===== config.mk =====
export PLATFORM = sky130hd
export DESIGN_NAME = txq_serializer
export DESIGN_NICKNAME = d
export VERILOG_FILES = /design/src/rtl/txq_pkg.sv /design/src/rtl/txq_fifo.sv /design/src/rtl/txq_shifter.sv /design/src/rtl/txq_serializer.sv
export SDC_FILE = /design/constraint.sdc
export NUM_CORES = 1
export LEC_CHECK = 0
export BUFFER_PORTS_ARGS = -buffer_cell sky130_fd_sc_hd__buf_2
export CAP_MARGIN = 20
export CORE_AREA = 4 4 129 131
export DETAILED_ROUTE_END_ITERATION = 12
export DIE_AREA = 0 0 133 135
export PLACE_DENSITY = 0.69
export SLEW_MARGIN = 20
export SYNTH_ARGS = -nofsm -noshare
export SYNTH_HDL_FRONTEND = slang
export SYNTH_SLANG_ARGS = --single-unit

===== constraint.sdc =====
create_clock -name clk_i -period 4.5 [get_ports clk_i]
set_input_delay 0.9 -clock clk_i [delete_from_list [all_inputs] [get_ports clk_i]]
set_output_delay 0.9 -clock clk_i [all_outputs]
set_load 0.02 [all_outputs]

===== src/rtl/txq_pkg.sv =====
package txq_pkg;
    localparam int unsigned CHAR_W = 9;
    localparam int unsigned STAT_W = 10;

    localparam int unsigned ST_TXEMPTY = 1;
    localparam int unsigned ST_HALF    = 2;
    localparam int unsigned ST_NEMPTY  = 6;
    localparam int unsigned ST_FULL    = 9;

    localparam logic [1:0] FMT_D8    = 2'b00;
    localparam logic [1:0] FMT_D7P   = 2'b01;
    localparam logic [1:0] FMT_D8P   = 2'b10;
    localparam logic [1:0] FMT_D9    = 2'b11;

    typedef enum logic [1:0] {
        SH_IDLE  = 2'd0,
        SH_START = 2'd1,
        SH_DATA  = 2'd2,
        SH_STOP  = 2'd3
    } sh_state_e;
endpackage


===== src/rtl/txq_fifo.sv =====
module txq_fifo #(
    parameter int unsigned DATA_W = 9,
    parameter int unsigned DEPTH  = 16,
    localparam int unsigned PTR_W = (DEPTH > 1) ? $clog2(DEPTH) : 1,
    localparam int unsigned CNT_W = $clog2(DEPTH + 1)
) (
    input  logic              clk_i,
    input  logic              rst_ni,
    input  logic              push_i,
    input  logic [DATA_W-1:0] push_data_i,
    input  logic              pop_i,
    input  logic              flush_i,
    output logic [DATA_W-1:0] rd_data_o,
    output logic [CNT_W-1:0]  count_o,
    output logic              full_o,
    output logic              empty_o
);
    typedef struct packed {
        logic [PTR_W-1:0] wptr;
        logic [PTR_W-1:0] rptr;
        logic [CNT_W-1:0] count;
    } fifo_state_t;

    fifo_state_t q, d;
    logic [DATA_W-1:0] mem_q [DEPTH];
    logic do_push, do_pop;

    function automatic logic [PTR_W-1:0] ptr_inc(input logic [PTR_W-1:0] p);
        return (p == PTR_W'(DEPTH - 1)) ? '0 : p + PTR_W'(1);
    endfunction

    assign full_o  = (q.count == CNT_W'(DEPTH));
    assign empty_o = (q.count == '0);
    assign do_push = push_i && !full_o && !flush_i;
    assign do_pop  = pop_i && !empty_o && !flush_i;

    always_comb begin
        d = q;
        if (flush_i) begin
            d.wptr  = '0;
            d.rptr  = '0;
            d.count = '0;
        end else begin
            if (do_push) d.wptr = ptr_inc(q.wptr);
            if (do_pop)  d.rptr = ptr_inc(q.rptr);
            case ({do_push, do_pop})
                2'b10:   d.count = q.count + CNT_W'(1);
                2'b01:   d.count = q.count - CNT_W'(1);
                default: d.count = q.count;
            endcase
        end
    end

    always_ff @(posedge clk_i) begin
        if (!rst_ni) q <= '0;
        else         q <= d;
    end

    always_ff @(posedge clk_i) begin
        if (do_push) mem_q[q.wptr] <= push_data_i;
    end

    assign rd_data_o = mem_q[q.rptr];
    assign count_o   = q.count;

    // occupancy never exceeds the depth
    p_count_range_r4: assert property (@(posedge clk_i) disable iff (!rst_ni)
        q.count <= CNT_W'(DEPTH));

    // a write into a full queue with nothing leaving changes nothing
    p_full_drop_r4: assert property (@(posedge clk_i) disable iff (!rst_ni)
        (full_o && push_i && !pop_i && !flush_i) |=> (q.count == CNT_W'(DEPTH)));

    // a flush leaves the queue empty
    p_flush_clear_r10: assert property (@(posedge clk_i) disable iff (!rst_ni)
        flush_i |=> (q.count == '0));
endmodule


===== src/rtl/txq_shifter.sv =====
module txq_shifter
    import txq_pkg::*;
#(
    parameter int unsigned BIT_TICKS = 16,
    localparam int unsigned HALF_TICKS = BIT_TICKS / 2,
    localparam int unsigned CNT_W = $clog2(2 * BIT_TICKS + 1)
) (
    input  logic              clk_i,
    input  logic              rst_ni,
    input  logic              tick_i,
    input  logic              run_i,
    input  logic              cts_en_i,
    input  logic              cts_ni,
    input  logic [1:0]        fmt_i,
    input  logic              parity_odd_i,
    input  logic [1:0]        stop_sel_i,
    input  logic              avail_i,
    input  logic [CHAR_W-1:0] char_i,
    output logic              pop_o,
    output logic              busy_o,
    output logic              txd_o
);
    typedef struct packed {
        sh_state_e        state;
        logic [CNT_W-1:0] cnt;
        logic [CNT_W-1:0] stop_lim;
        logic [3:0]       bit_idx;
        logic [3:0]       len;
        logic [CHAR_W-1:0] sh;
    } sh_regs_t;

    sh_regs_t q, d;
    logic go, adv, par7, par8;

    assign go   = run_i && (!cts_en_i || !cts_ni);
    assign adv  = tick_i && run_i;
    assign par7 = (^char_i[6:0]) ^ parity_odd_i;
    assign par8 = (^char_i[7:0]) ^ parity_odd_i;

    always_comb begin
        d     = q;
        pop_o = 1'b0;
        case (q.state)
            SH_IDLE: begin
                if (go && avail_i) begin
                    pop_o      = 1'b1;
                    d.state    = SH_START;
                    d.cnt      = '0;
                    d.bit_idx  = '0;
                    d.stop_lim = CNT_W'((int'(stop_sel_i) + 1) * HALF_TICKS);
                    case (fmt_i)
                        FMT_D8:  begin d.sh = {1'b0, char_i[7:0]};       d.len = 4'd8; end
                        FMT_D7P: begin d.sh = {1'b0, par7, char_i[6:0]}; d.len = 4'd8; end
                        FMT_D8P: begin d.sh = {par8, char_i[7:0]};       d.len = 4'd9; end
                        default: begin d.sh = char_i;                    d.len = 4'd9; end
                    endcase
                end
            end
            SH_START: begin
                if (adv) begin
                    if (q.cnt == CNT_W'(BIT_TICKS - 1)) begin
                        d.state = SH_DATA;
                        d.cnt   = '0;
                    end else begin
                        d.cnt = q.cnt + CNT_W'(1);
                    end
                end
            end
            SH_DATA: begin
                if (adv) begin
                    if (q.cnt == CNT_W'(BIT_TICKS - 1)) begin
                        d.cnt = '0;
                        d.sh  = q.sh >> 1;
                        if (q.bit_idx == q.len - 4'd1) d.state = SH_STOP;
                        else d.bit_idx = q.bit_idx + 4'd1;
                    end else begin
                        d.cnt = q.cnt + CNT_W'(1);
                    end
                end
            end
            default: begin
                if (adv) begin
                    if (q.cnt == q.stop_lim - CNT_W'(1)) begin
                        d.state = SH_IDLE;
                        d.cnt   = '0;
                    end else begin
                        d.cnt = q.cnt + CNT_W'(1);
                    end
                end
            end
        endcase
    end

    always_ff @(posedge clk_i) begin
        if (!rst_ni) begin
            q       <= '0;
            q.state <= SH_IDLE;
        end else begin
            q <= d;
        end
    end

    assign busy_o = (q.state != SH_IDLE);
    assign txd_o  = (q.state == SH_START) ? 1'b0 :
                    (q.state == SH_DATA)  ? q.sh[0] : 1'b1;

    // with the gate closed an idle shifter stays idle
    p_cts_hold_r8: assert property (@(posedge clk_i) disable iff (!rst_ni)
        (q.state == SH_IDLE && cts_en_i && cts_ni) |=> (q.state == SH_IDLE));

    // with run cleared nothing moves
    p_run_freeze_r9: assert property (@(posedge clk_i) disable iff (!rst_ni)
        !run_i |=> ($stable(q.state) && $stable(q.cnt)));

    // a character is only taken when the queue offers one
    p_pop_valid_r4: assert property (@(posedge clk_i) disable iff (!rst_ni)
        pop_o |-> avail_i);

    // a frame always begins with the start state
    p_start_first_r2: assert property (@(posedge clk_i) disable iff (!rst_ni)
        (q.state == SH_IDLE) |=> (q.state == SH_IDLE || q.state == SH_START));
endmodule


===== src/rtl/txq_serializer.sv =====
module txq_serializer
    import txq_pkg::*;
#(
    parameter int unsigned DEPTH     = 16,
    parameter int unsigned BIT_TICKS = 16,
    localparam int unsigned CNT_W    = $clog2(DEPTH + 1)
) (
    input  logic              clk_i,
    input  logic              rst_ni,
    input  logic              tick16_i,
    input  logic              run_i,
    input  logic [1:0]        fmt_i,
    input  logic              parity_odd_i,
    input  logic [1:0]        stop_sel_i,
    input  logic              cts_en_i,
    input  logic              cts_ni,
    input  logic              wr_en_i,
    input  logic [CHAR_W-1:0] wr_data_i,
    input  logic              flush_i,
    input  logic [STAT_W-1:0] irq_en_i,
    output logic              txd_o,
    output logic [STAT_W-1:0] status_o,
    output logic              irq_o
);
    logic [CHAR_W-1:0] head;
    logic [CNT_W-1:0]  level;
    logic full, empty, pop, busy;
    logic [STAT_W-1:0] irq_terms;

    txq_fifo #(.DATA_W(CHAR_W), .DEPTH(DEPTH)) i_fifo (
        .clk_i       (clk_i),
        .rst_ni      (rst_ni),
        .push_i      (wr_en_i),
        .push_data_i (wr_data_i),
        .pop_i       (pop),
        .flush_i     (flush_i),
        .rd_data_o   (head),
        .count_o     (level),
        .full_o      (full),
        .empty_o     (empty)
    );

    txq_shifter #(.BIT_TICKS(BIT_TICKS)) i_shifter (
        .clk_i        (clk_i),
        .rst_ni       (rst_ni),
        .tick_i       (tick16_i),
        .run_i        (run_i),
        .cts_en_i     (cts_en_i),
        .cts_ni       (cts_ni),
        .fmt_i        (fmt_i),
        .parity_odd_i (parity_odd_i),
        .stop_sel_i   (stop_sel_i),
        .avail_i      (!empty),
        .char_i       (head),
        .pop_o        (pop),
        .busy_o       (busy),
        .txd_o        (txd_o)
    );

    always_comb begin
        status_o             = '0;
        status_o[ST_TXEMPTY] = empty && !busy;
        status_o[ST_HALF]    = (level <= CNT_W'(DEPTH / 2));
        status_o[ST_NEMPTY]  = !empty;
        status_o[ST_FULL]    = full;
    end

    for (genvar b = 0; b < STAT_W; b++) begin : g_irq
        assign irq_terms[b] = status_o[b] & irq_en_i[b];
    end
    assign irq_o = |irq_terms;

    // the full and half-empty levels exclude each other
    p_full_not_half_r5: assert property (@(posedge clk_i) disable iff (!rst_ni)
        status_o[ST_FULL] |-> !status_o[ST_HALF]);

    // a quiet transmitter holds the line high
    p_quiet_line_r6: assert property (@(posedge clk_i) disable iff (!rst_ni)
        status_o[ST_TXEMPTY] |-> txd_o);
endmodule


### Word-level counts from Yosys, hierarchy flattened

Memory sizes are Yosys's and may differ from the RTL's. A register that Yosys moved wholly into a read port is not among the register bits.
Cells that the tools add are included.

| cells by class | value |
|---|---|
| multiplexer cells | 30 |
| magnitude comparators | 1 |
| reductions and logical operators | 32 |
| bitwise gates (word level) | 7 |
| add/subtract/negate cells | 9 |
| eq/ne operators | 19 |

Operators by type and width:

| operator | count |
|---|---|
| 2-to-1 mux 31 bit | 1 |
| case mux 10 bit (3 select lines) | 1 |
| 2-to-1 mux 4 bit | 7 |
| 2-to-1 mux 8 bit | 3 |
| case mux 8 bit (3 select lines) | 1 |
| 2-to-1 mux 9 bit | 2 |
| case mux 9 bit (2 select lines) | 1 |
| adder 4 x 1 -> 4 bit (second input constant) | 3 |
| 2-to-1 mux 6 bit | 2 |
| inequality test 2 x 1 -> 1 bit (second input constant) | 6 |
| case mux 5 bit (2 select lines) | 1 |
| equality test 4 bit (second input constant) | 2 |
| logical AND 1 bit | 8 |
| 2-to-1 mux 2 bit | 4 |
| case mux 4 bit (2 select lines) | 1 |
| AND reduction 4 bit | 2 |
| AND reduction 8 bit | 1 |
| nonzero test 2 bit | 4 |
| XOR reduction 8 bit | 1 |
| XOR reduction 7 bit | 1 |
| adder 6 x 1 -> 6 bit (second input constant) | 1 |
| equality test 2 x 1 -> 1 bit (second input constant) | 3 |
| equality test 2 bit (second input constant) | 3 |
| equality test 6 x 4 -> 1 bit (second input constant) | 1 |
| other kinds (23) | 38 |

| storage, ports and cells | value |
|---|---|
| memories | 1 |
| bits in writable memories | 144 |
| word-level logic and storage cells | 108 |
| bits in registers | 41 |

Memory list:

| memory | words | bits a word | read ports | clocked after memory_dff | wr ports | RTL line | RTL |
|---|---|---|---|---|---|---|---|
| i_fifo.mem_q | 16 | 9 | 1 | 1 | 1 | txq_fifo.sv:25 | `logic [DATA_W-1:0] mem_q [DEPTH];` |

### Longest topological paths before layout

Gate-level depths: netlist of the first run.

| logic depth | value |
|---|---|
| word-level depth | 10 |
| mapped depth | 17 |
| gate-level depth less buffers | 15 |

### By module

Synthesis of the first run repeated with hierarchy kept, for this count alone.

| second synthesis, totals | value |
|---|---|
| cells, all modules | 531 |
| area total of the unflattened synthesis | 8240.4 µm² |

By module, submodules not included:

| module | area each (µm²) | times used | cells each | seq. area each (µm²) |
|---|---|---|---|---|
| txq_fifo | 6592.6 | 1 | 329 | 4664.5 |
| txq_shifter | 1545.2 | 1 | 187 | 520.5 |
| txq_serializer | 102.6 | 1 | 15 | 0.0 |

### Least setup slack after synthesis of the first run

OpenSTA, ideal clock, no wires.

| timing | value |
|---|---|
| kind | input -> register |
| from | input cts_en_i |
| to | register i_fifo.q, in the netlist i_fifo.count_o[4] |
| stages on the path | 14 |
| required time | 4.372 ns |
| data arrival time | 3.134 ns |
| path buffers | 2 |
| setup slack | 1.239 ns |
| setup time | 0.128 ns |
| cells stage by stage | nand2_1 -> o311ai_1 -> or2_2 -> clkbuf_1 -> nor2_1 -> ha_1 -> clkbuf_1 -> xor2_1 -> ha_1 -> a21oi_1 -> a32oi_1 -> a21oi_1 -> xnor2_1 -> nor2_1 |

| between the ends | value |
|---|---|
| word-level cells in the longest chain between the ends | 10 |
| elaborated cells on any way between the ends | 12 |

Ends and longest elaborated chain:

| element | RTL line | RTL |
|---|---|---|
| start: declaration | txq_serializer.sv:15 | `input logic cts_en_i,` |
| zero test 1 bit (*) | txq_shifter.sv:35 | `assign go = run_i && (!cts_en_i \|\| !cts_ni);` |
| logical OR 1 bit (*) | txq_shifter.sv:35 |  |
| logical AND 1 bit (*) | txq_shifter.sv:35 |  |
| logical AND 1 bit (*) | txq_shifter.sv:45 | `if (go && avail_i) begin` |
| 2-to-1 mux 1 bit (*) | txq_shifter.sv:45 |  |
| 2-to-1 mux 1 bit (*) | txq_shifter.sv:43 | `case (q.state)` |
| logical AND 1 bit (*) (2 in a row) | txq_fifo.sv:35 | `assign do_pop = pop_i && !empty_o && !flush_i;` |
| equality test 2 x 1 -> 1 bit or equality test 2 bit (tied branches) | txq_fifo.sv:46 | `case ({do_push, do_pop})` |
| case mux 5 bit (2 select lines) or nonzero test 2 bit (tied branches) | - |  |
| end signal: assignment | txq_fifo.sv:55 | `if (!rst_ni) q <= '0;` |
| end signal: assignment | txq_fifo.sv:56 | `else q <= d;` |
| end: declaration | txq_fifo.sv:24 | `fifo_state_t q, d;` |

Every way passes the cells marked *; elsewhere a longest branch is shown, timed or not.
A chain may end at the register's enable or synchronous reset.

### Worst setup path in the final report of the first run

| timing | value |
|---|---|
| from | register i_fifo.q, in the netlist i_fifo.count_o[0] |
| to | register i_fifo.q, in the netlist i_fifo.count_o[2] |

| between the ends | value |
|---|---|
| word-level cells in the longest chain between the ends | 9 |
| elaborated cells on any way between the ends | 17 |

Ends and longest elaborated chain:

| element | RTL line | RTL |
|---|---|---|
| zero test 5 bit | txq_fifo.sv:33 | `assign empty_o = (q.count == '0);` |
| zero test 1 bit | txq_fifo.sv:35, txq_serializer.sv:53 |  |
| logical AND 1 bit | txq_shifter.sv:45 |  |
| 2-to-1 mux 1 bit | txq_shifter.sv:45 |  |
| 2-to-1 mux 1 bit | txq_shifter.sv:43 |  |
| logical AND 1 bit (2 in a row) | txq_fifo.sv:35 |  |
| equality test 2 x 1 -> 1 bit or equality test 2 bit (tied branches) | txq_fifo.sv:46 |  |
| case mux 5 bit (2 select lines) or nonzero test 2 bit (tied branches) | - |  |

Parallel ways exist; a longest one is shown, timed or not.

==> results of run 1 <==
[critical path, delay by kind of cell, from the launching register on]
kind / cells / cell delay [ps]
AND/OR/NAND/NOR: 4 / 1220
AO/OA/AOI/OAI: 3 / 910
adder cells (fa/ha/maj): 2 / 500
flip-flops: 1 / 360
XOR/XNOR: 2 / 320
[per-stage QoR]
step / area (sq um) / hold WS [ps] / std cells / worst slack [ps]
6_report: 8890 / 470 / 787 / 1100
3_3_place_gp: 8300 / 457 / 755 / 1070
5_1_grt: 8890 / 506 / 787 / 871
3_5_place_dp: 8300 / 467 / 755 / 901
4_1_cts: 8890 / 476 / 787 / 1090
2_1_floorplan: 7990 / 443 / 535 / 1240
[power by group through the flow]
stage	Sequential, mW	Clock, mW	Combinational, mW
finish	1.87	1.49	0.113
global route	1.87	1.58	0.125
CTS	1.87	1.51	0.114
detailed placement	1.91	0	0.114
global placement	1.91	0	0.108
floorplan	1.91	0	0.0732
[registers in the layout, summed over array words and instances, names as in the netlist, named ones only]
signal,cells
i_fifo.mem_q,144
i_shifter.q,26
i_fifo.count_o,5
i_fifo.q,8
[cell families (layout without fill, tap and decap cells)]
| group | count (synthesis) | after routing | share of synthesized area, % |
|---|---|---|---|
| DFF | 187 | 187 | 65.1 |
| and+or+nand+nor | 132 | 132 | 7.55 |
| AOI/OAI and AO/OA | 83 | 83 | 7.39 |
| buffers and inverters | 45 | 81 | 3.00 |
| muxes | 42 | 42 | 11.6 |
| xor gates and xnor gates | 24 | 24 | 2.83 |
| adders and majority gates | 16 | 16 | 2.51 |
| other | 1 | 6 | 0.0471 |
[synthesized netlist by cell type (all sizes together) (2+ instances only)]
cell type  instances
a21oi             14
ha                16
a21o               2
nor3b              2
dfxtp             43
mux4              38
o21ai             14
a21boi             5
nand3b             2
xor2              11
nand4              6
nand3              4
nor2b              7
a311oi             2
clkbuf            14
nand2b             3
a32oi              2
a221oi             2
xnor2             13
or3                6
nand2             45
edfxtp           144
o211a              8
inv               12
a22oi             22
buf               19
nor3               8
mux2i              4
a41oi              2
a31oi              2
and2               3
o211ai             2
or2                3
nor2              41
[layer usage]
layer	share of wire, %	vias to the layer above	global-route usage (%)
li1	-	2084	-
met1	42	2214	23.3
met2	51	107	30.3
met3	5.7	13	4.40
met4	0.95	0	5.02
met5	0	-	0
[placed cells by master (no fill, tap or decap), types with 3 or more instances in the layout]
cell type | synthesis | routed
edfxtp_1 | 144 | 144
o211a_1 | 8 | 8
or3_1 | 6 | 6
nand3_1 | 4 | 4
clkbuf_16 | 0 | 17
nor3_2 | 0 | 3
a21oi_1 | 14 | 14
xor2_1 | 11 | 11
buf_4 | 9 | 5
clkinvlp_4 | 0 | 3
nor3_1 | 8 | 5
nand4_1 | 6 | 6
conb_1 | 1 | 6
mux2i_1 | 4 | 4
nand2_1 | 45 | 45
a21boi_0 | 4 | 4
nor2_1 | 41 | 41
xnor2_1 | 11 | 11
o21ai_0 | 14 | 14
dfxtp_1 | 43 | 42
or2_2 | 3 | 3
nand2b_1 | 3 | 3
inv_8 | 0 | 3
inv_1 | 12 | 12
inv_6 | 0 | 3
nor2b_1 | 7 | 7
mux4_1 | 8 | 8
and2_1 | 3 | 3
ha_1 | 16 | 16
buf_2 | 4 | 31
mux4_2 | 30 | 30
a22oi_1 | 22 | 22
[worst max path at each step]
| stage | from | depth (start not counted) | end | slack (ps) |
|---|---|---|---|---|
| after global routing | i_fifo.count_o[0] | 12 | i_fifo.count_o[4] | 870 |
| final | i_fifo.count_o[0] | 11 | i_fifo.count_o[2] | 1100 |
| after global placement | cts_en_i | 13 | i_fifo.count_o[4] | 1070 |
| after CTS | i_fifo.count_o[0] | 11 | i_fifo.count_o[2] | 1090 |
| after detailed placement | cts_en_i | 12 | i_fifo.count_o[2] | 900 |
| after floorplan | cts_en_i | 14 | i_fifo.count_o[4] | 1240 |
[cell type report]
type                       count  area (sq um)  area share [%]
inverter                      12          45.0           0.507
clock inverter                15           164            1.84
multi-input combinational    303          2580            29.1
clock buffer                  17           425            4.79
sequential                   187          5190            58.3
tap                          216           270            3.04
timing repair buffer          37           213            2.39
==> results.sh, run 1 <==
export IMPL_rr_worst_depth=11
export IMPL_grt_max_degree=24
export IMPL_rows=46
export IMPL_whs_endpoint="i_shifter.q[21]"
export IMPL_worstReg2RegStart="i_fifo.count_o[0]"
export IMPL_max_vdd_ir_drop_mv=0.302
export IMPL_period_share_pct=75.6
export IMPL_drtAntennaViolNets=0
export IMPL_grt_pass1_vias=4584
export IMPL_layout_drive_gt1_share_pct=18.9
export IMPL_design_core_area_sq_um=15600
export IMPL_netlist_area_sq_um=7970
export IMPL_dp_hpwl_mm=10.2
export IMPL_synth_largest_area_cell="edfxtp_1"
export IMPL_min_period_ps=3400
export IMPL_htree_levels=4
export IMPL_setup_viol=0
export IMPL_first_iter_violations=285
export IMPL_start_kind="flip-flop"
export IMPL_critPathMaxFanout=9
export IMPL_overflow=0
export IMPL_hold_violations=0
export IMPL_syn_to_final_growth_pct=11.5
export IMPL_cp_end_kind="flip-flop"
export IMPL_seq_power_share_pct=53.9
export IMPL_grt_first_pass_wirelength_mm=24.5
export IMPL_drc=0
export IMPL_r2r_end="i_fifo.count_o[2]"
export IMPL_cts_root_buf="clkbuf_16"
export IMPL_status="completed"
export IMPL_power_switching_uw=732
export IMPL_relSlewSlack_pct=34.1
export IMPL_slowest_delay_ps=470
export IMPL_slew_violations=0
export IMPL_ys_flop_type="edfxtp_1"
export IMPL_cts_buffers=17
export IMPL_crit_type="reg2reg"
export IMPL_cts_hold_buffers_added=0
export IMPL_r2r_slack_ps=1100
export IMPL_async_reset_ff_share_pct=0
export IMPL_ios=44
export IMPL_fmax_mhz=294
export IMPL_arrival_ps=3750
export IMPL_num_antenna_cells=0
export IMPL_swShare_pct=21.1
export IMPL_clockBufferDepth=2
export IMPL_hold_class="reg2reg"
export IMPL_avgSynthCellArea_sq_um=15.0
export IMPL_final_setup_tns_ps=0
export IMPL_synth_area_leaders="edfxtp_1, dfxtp_1, mux4_2"
export IMPL_cts_resized=0
export IMPL_crit_slowest_cell="o311ai_1"
export IMPL_grt_use_total_pct=17.9
export IMPL_hold_path_depth=2
export IMPL_pwr_share_comb_pct=3.3
export IMPL_io_buffers=31
export IMPL_wl_per_cell_um=19.4
export IMPL_p_clk_share_pct=42.8
export IMPL_synth_top_cell_area_share_pct=54.3
export IMPL_yosysSeqAreaShare_pct=65.1
export IMPL_routed_wl_mm=15.2
export IMPL_drv_cap=0
export IMPL_critical_path_cell_chain="or3_1 -> o311ai_1 -> or2_2 -> nor2_1 -> ha_1 -> xor2_1 -> ha_1 -> a21oi_1 -> xor2_1 -> or3_1 -> a21oi_1"
export IMPL_synth_cells=530
export IMPL_cts_tree="built"
export IMPL_ys_seq_elements=187
export IMPL_drt_pass1_iter_count=5
export IMPL_clock_sinks=187
export IMPL_hold_start="i_shifter.q[21]"
export IMPL_required_ps=4840
export IMPL_synth_cell_types=50
export IMPL_die_x_um=133
export IMPL_routed_via_density=5.61
export IMPL_p_total_mw=3.47
export IMPL_synth_edf_count=144
export IMPL_vias=4418
export IMPL_clkTransAtPathRegs_ps=70
export IMPL_globalplace_congestion=0.761
export IMPL_num_nets_final=606
export IMPL_power_internal_mw=2.74
export IMPL_fill_cells=1196
export IMPL_post_route_util_pct=57.0
export IMPL_dieArea_sq_um=18000
export IMPL_p_leak_nw=3.03
export IMPL_clock_latency_ps=430
export IMPL_antenna_found_initial=0
export IMPL_initial_core_util_pct=51.1
export IMPL_rsz0062_at_grt="no"
export IMPL_yosys_warnings=0
export IMPL_p_per_area_nw_per_um2=390
export IMPL_worst_slew_pin_slew_ps=985
export IMPL_skew_ps=7.47
export IMPL_post_cts_buffers=0
export IMPL_fp_dieH_um=135
No activity file was read; power rests on OpenSTA's default activity.
==> run 2: changes to the inputs <==
ABC_AREA = 1   (was default)
CORE_AREA = 4 4 134 136   (was 4 4 129 131)
DIE_AREA = 0 0 138 140   (was 0 0 133 135)
PLACE_DENSITY = 0.71   (was 0.69)
clock period = 2.9 ns   (was 4.5 ns; I/O delays follow)
==> run 2 against run 1 <==
Net effect: fmax is 30% higher; clock-buffer cell count is 1 higher; clock power is 46% higher; setup slack worse by 820 ps; final area is 8.5% higher; sequential cell count stayed put; core utilization is 0.057 points lower; combinational power grew to 6.2 times the previous value; synthesized cell count is 70% higher; total power is 70% higher; critical path type unchanged.
==> results.sh, run 2 <==
export IMPL_die_x_um=138
export IMPL_grt_pass1_vias=5821
export IMPL_post_route_util_pct=56.9
export IMPL_grt_use_total_pct=18.8
export IMPL_layout_drive_gt1_share_pct=12.9
export IMPL_synth_largest_area_cell="edfxtp_1"
export IMPL_crit_type="reg2reg"
export IMPL_globalplace_congestion=0.778
export IMPL_yosysMostFrequentCell="nand2_1"
export IMPL_cp_buffers_inverters=4
export IMPL_cts_tree="built"
export IMPL_cts_root_buf="clkbuf_16"
export IMPL_grt_first_pass_wirelength_mm=29.0
export IMPL_first_iter_violations=437
export IMPL_hold_class="in2reg"
export IMPL_overflow=0
export IMPL_avgSynthCellArea_sq_um=9.55
export IMPL_io_buffers=31
export IMPL_status="completed"
export IMPL_num_antenna_cells=0
export IMPL_ios=44
export IMPL_rows=48
export IMPL_required_ps=3260
export IMPL_cp_end_kind="flip-flop"
export IMPL_synth_cell_types=43
export IMPL_drc=0
export IMPL_fill_cells=1469
export IMPL_vias=6162
export IMPL_slowest_delay_ps=380
export IMPL_synth_top_cell_area_share_pct=50.3
export IMPL_clockBufferDepth=2
export IMPL_dp_cells=1155
export IMPL_arrival_ps=2980
export IMPL_slew_violations=0
export IMPL_worstReg2RegStart="i_fifo.count_o[1]"
export IMPL_clkTransAtPathRegs_ps=70
export IMPL_synth_edf_count=144
export IMPL_dieArea_sq_um=19300
export IMPL_drt_pass1_iter_count=5
export IMPL_drv_cap=0
export IMPL_hold_start="stop_sel_i[0]"
export IMPL_largest_register_ffs=144
export IMPL_regArea_sq_um=5190
export IMPL_final_setup_tns_ps=0
export IMPL_top_register="i_fifo.mem_q"
export IMPL_p_leak_nw=4.00
export IMPL_drtAntennaViolNets=0
export IMPL_yosys_warnings=0
export IMPL_stdcell_count=1186
export IMPL_clock_latency_ps=420
export IMPL_yosysSeqAreaShare_pct=60.3
export IMPL_critPathMaxFanout=7
export IMPL_crit_slowest_cell="dfxtp_2"
export IMPL_p_per_area_nw_per_um2=610
export IMPL_ys_seq_elements=187
export IMPL_start_kind="flip-flop"
export IMPL_ys_flop_type="edfxtp_1"
export IMPL_wl_per_cell_um=15.2
export IMPL_hold_violations=0
export IMPL_top_regs="i_fifo.mem_q x144, i_shifter.q x26, i_fifo.q x8"
export IMPL_period_share_pct=90.3
export IMPL_design_core_area_sq_um=16900
export IMPL_hold_slack_ps=349
export IMPL_max_vdd_ir_drop_mv=0.667
export IMPL_netlist_area_sq_um=8600
export IMPL_synth_top_cells_by_count="nand2_1, edfxtp_1, inv_1"
export IMPL_final_common_cell="nand2_1"
export IMPL_async_reset_ff_share_pct=0
export IMPL_syn_to_final_growth_pct=12.1
export IMPL_num_nets_final=998
export IMPL_cpLargestDelayFamily="simple AND/OR/NAND/NOR gates"
export IMPL_multi_input_area_sq_um=2720
export IMPL_cp_startpoint="i_fifo.count_o[1]"
export IMPL_relSlewSlack_pct=56.8
export IMPL_initial_core_util_pct=50.8
export IMPL_grt_max_degree=50
export IMPL_min_period_ps=2620
export IMPL_synth_area_leaders="edfxtp_1, nand2_1, dfxtp_1"
export IMPL_p_total_mw=5.88
export IMPL_fmax_mhz=382
export IMPL_dp_hpwl_mm=11.8
export IMPL_antenna_found_initial=0
export IMPL_cts_buffers=17
export IMPL_fp_dieH_um=140
export IMPL_skew_ps=9.87
export IMPL_final_cell_mix="nand2_1, edfxtp_1, inv_1"
export IMPL_synth_cells=900
export IMPL_htree_levels=4
export IMPL_critical_path_cell_chain="nor2_1 -> nand2_1 -> nor2_1 -> inv_1 -> nor2_1 -> inv_2 -> nand3_2 -> nor2_4 -> inv_2 -> nor2_4 -> ha_4 -> xor2_2 -> ha_1 -> inv_1 -> nand2_1 -> nand2_1 -> o21ai_1 -> o21ai_0 -> a21oi_1 -> o21ai_0 -> a21oi_1"
export IMPL_clock_sinks=187
export IMPL_worst_slew_pin_slew_ps=645
export IMPL_routed_via_density=5.20
export IMPL_setup_viol=0
export IMPL_routed_wl_mm=18.0
[run 2: kinds of logic (layout without fill, tap and decap cells)]
| logic type | Yosys count | count (layout) | synth area share, % |
|---|---|---|---|
| fa+ha+maj | 16 | 16 | 2.33 |
| flops | 187 | 187 | 60.3 |
| compound gates | 115 | 115 | 7.83 |
| xor+xnor | 10 | 10 | 1.02 |
| simple gates | 407 | 407 | 19.9 |
| buf+inv | 164 | 220 | 8.54 |
| other cells | 1 | 6 | 0.0436 |
[run 2: power breakdown]
part | switching (mW) | internal, mW
sequential | 0.0470 | 2.95
combinational | 0.471 | 0.228
clock | 0.999 | 1.18
total | 1.52 | 4.36
[run 2: worst register-to-register path: stages, from the launching register on]
cell and delay (ps):
dfxtp_2 380, nor2_1 50, nand2_1 90, nor2_1 50
inv_1 70, nor2_1 50, inv_2 90, nand3_2 110
nor2_4 170, inv_2 110, nor2_4 120, ha_4 160
xor2_2 160, ha_1 160, inv_1 40, nand2_1 80
nand2_1 60, o21ai_1 150, o21ai_0 90, a21oi_1 160
o21ai_0 100, a21oi_1 110
[run 2: layout make-up]
cell class / count / area share (%)
inverters: 125 / 4.87
multi-input cells: 554 / 28.2
flip-flops and latches: 187 / 53.8
well taps: 225 / 2.92
clock buffers: 18 / 4.45
repair buffers: 65 / 4.52
clock inverters: 12 / 1.21
[run 2: repair_timing]
item	4_1_cts	5_1_grt
hold buffers	0	0
endpoints found under the setup margin	0	2
resized for setup	0	9
setup buffers	0	1
[run 2: layer usage]
metal,GRT usage (%),vias up,wire length (um)
met5,0,-,0
met4,5.20,0,245
met3,3.65,18,1000
met2,32.7,175,8900
met1,24.3,2887,7890
li1,-,3082,-
[run 2: final timing paths]
check	endpoint	slack (ps)	depth (start not counted)
worst max-delay path	i_fifo.count_o[4]	280	21
worst min-delay path	i_shifter.q[20]	350	2
worst max register to register	i_fifo.count_o[4]	280	21
worst min register to register	i_shifter.q[21]	460	2
[run 2: metrics by stage]
| stage | setup slack [ps] | cell area (sq um) |
|---|---|---|
| after global placement | 197 | 9060 |
| after detailed placement | 134 | 9060 |
| after floorplan | 331 | 8620 |
| final | 280 | 9640 |
| after global routing | -10.5 | 9640 |
| after CTS | 114 | 9610 |
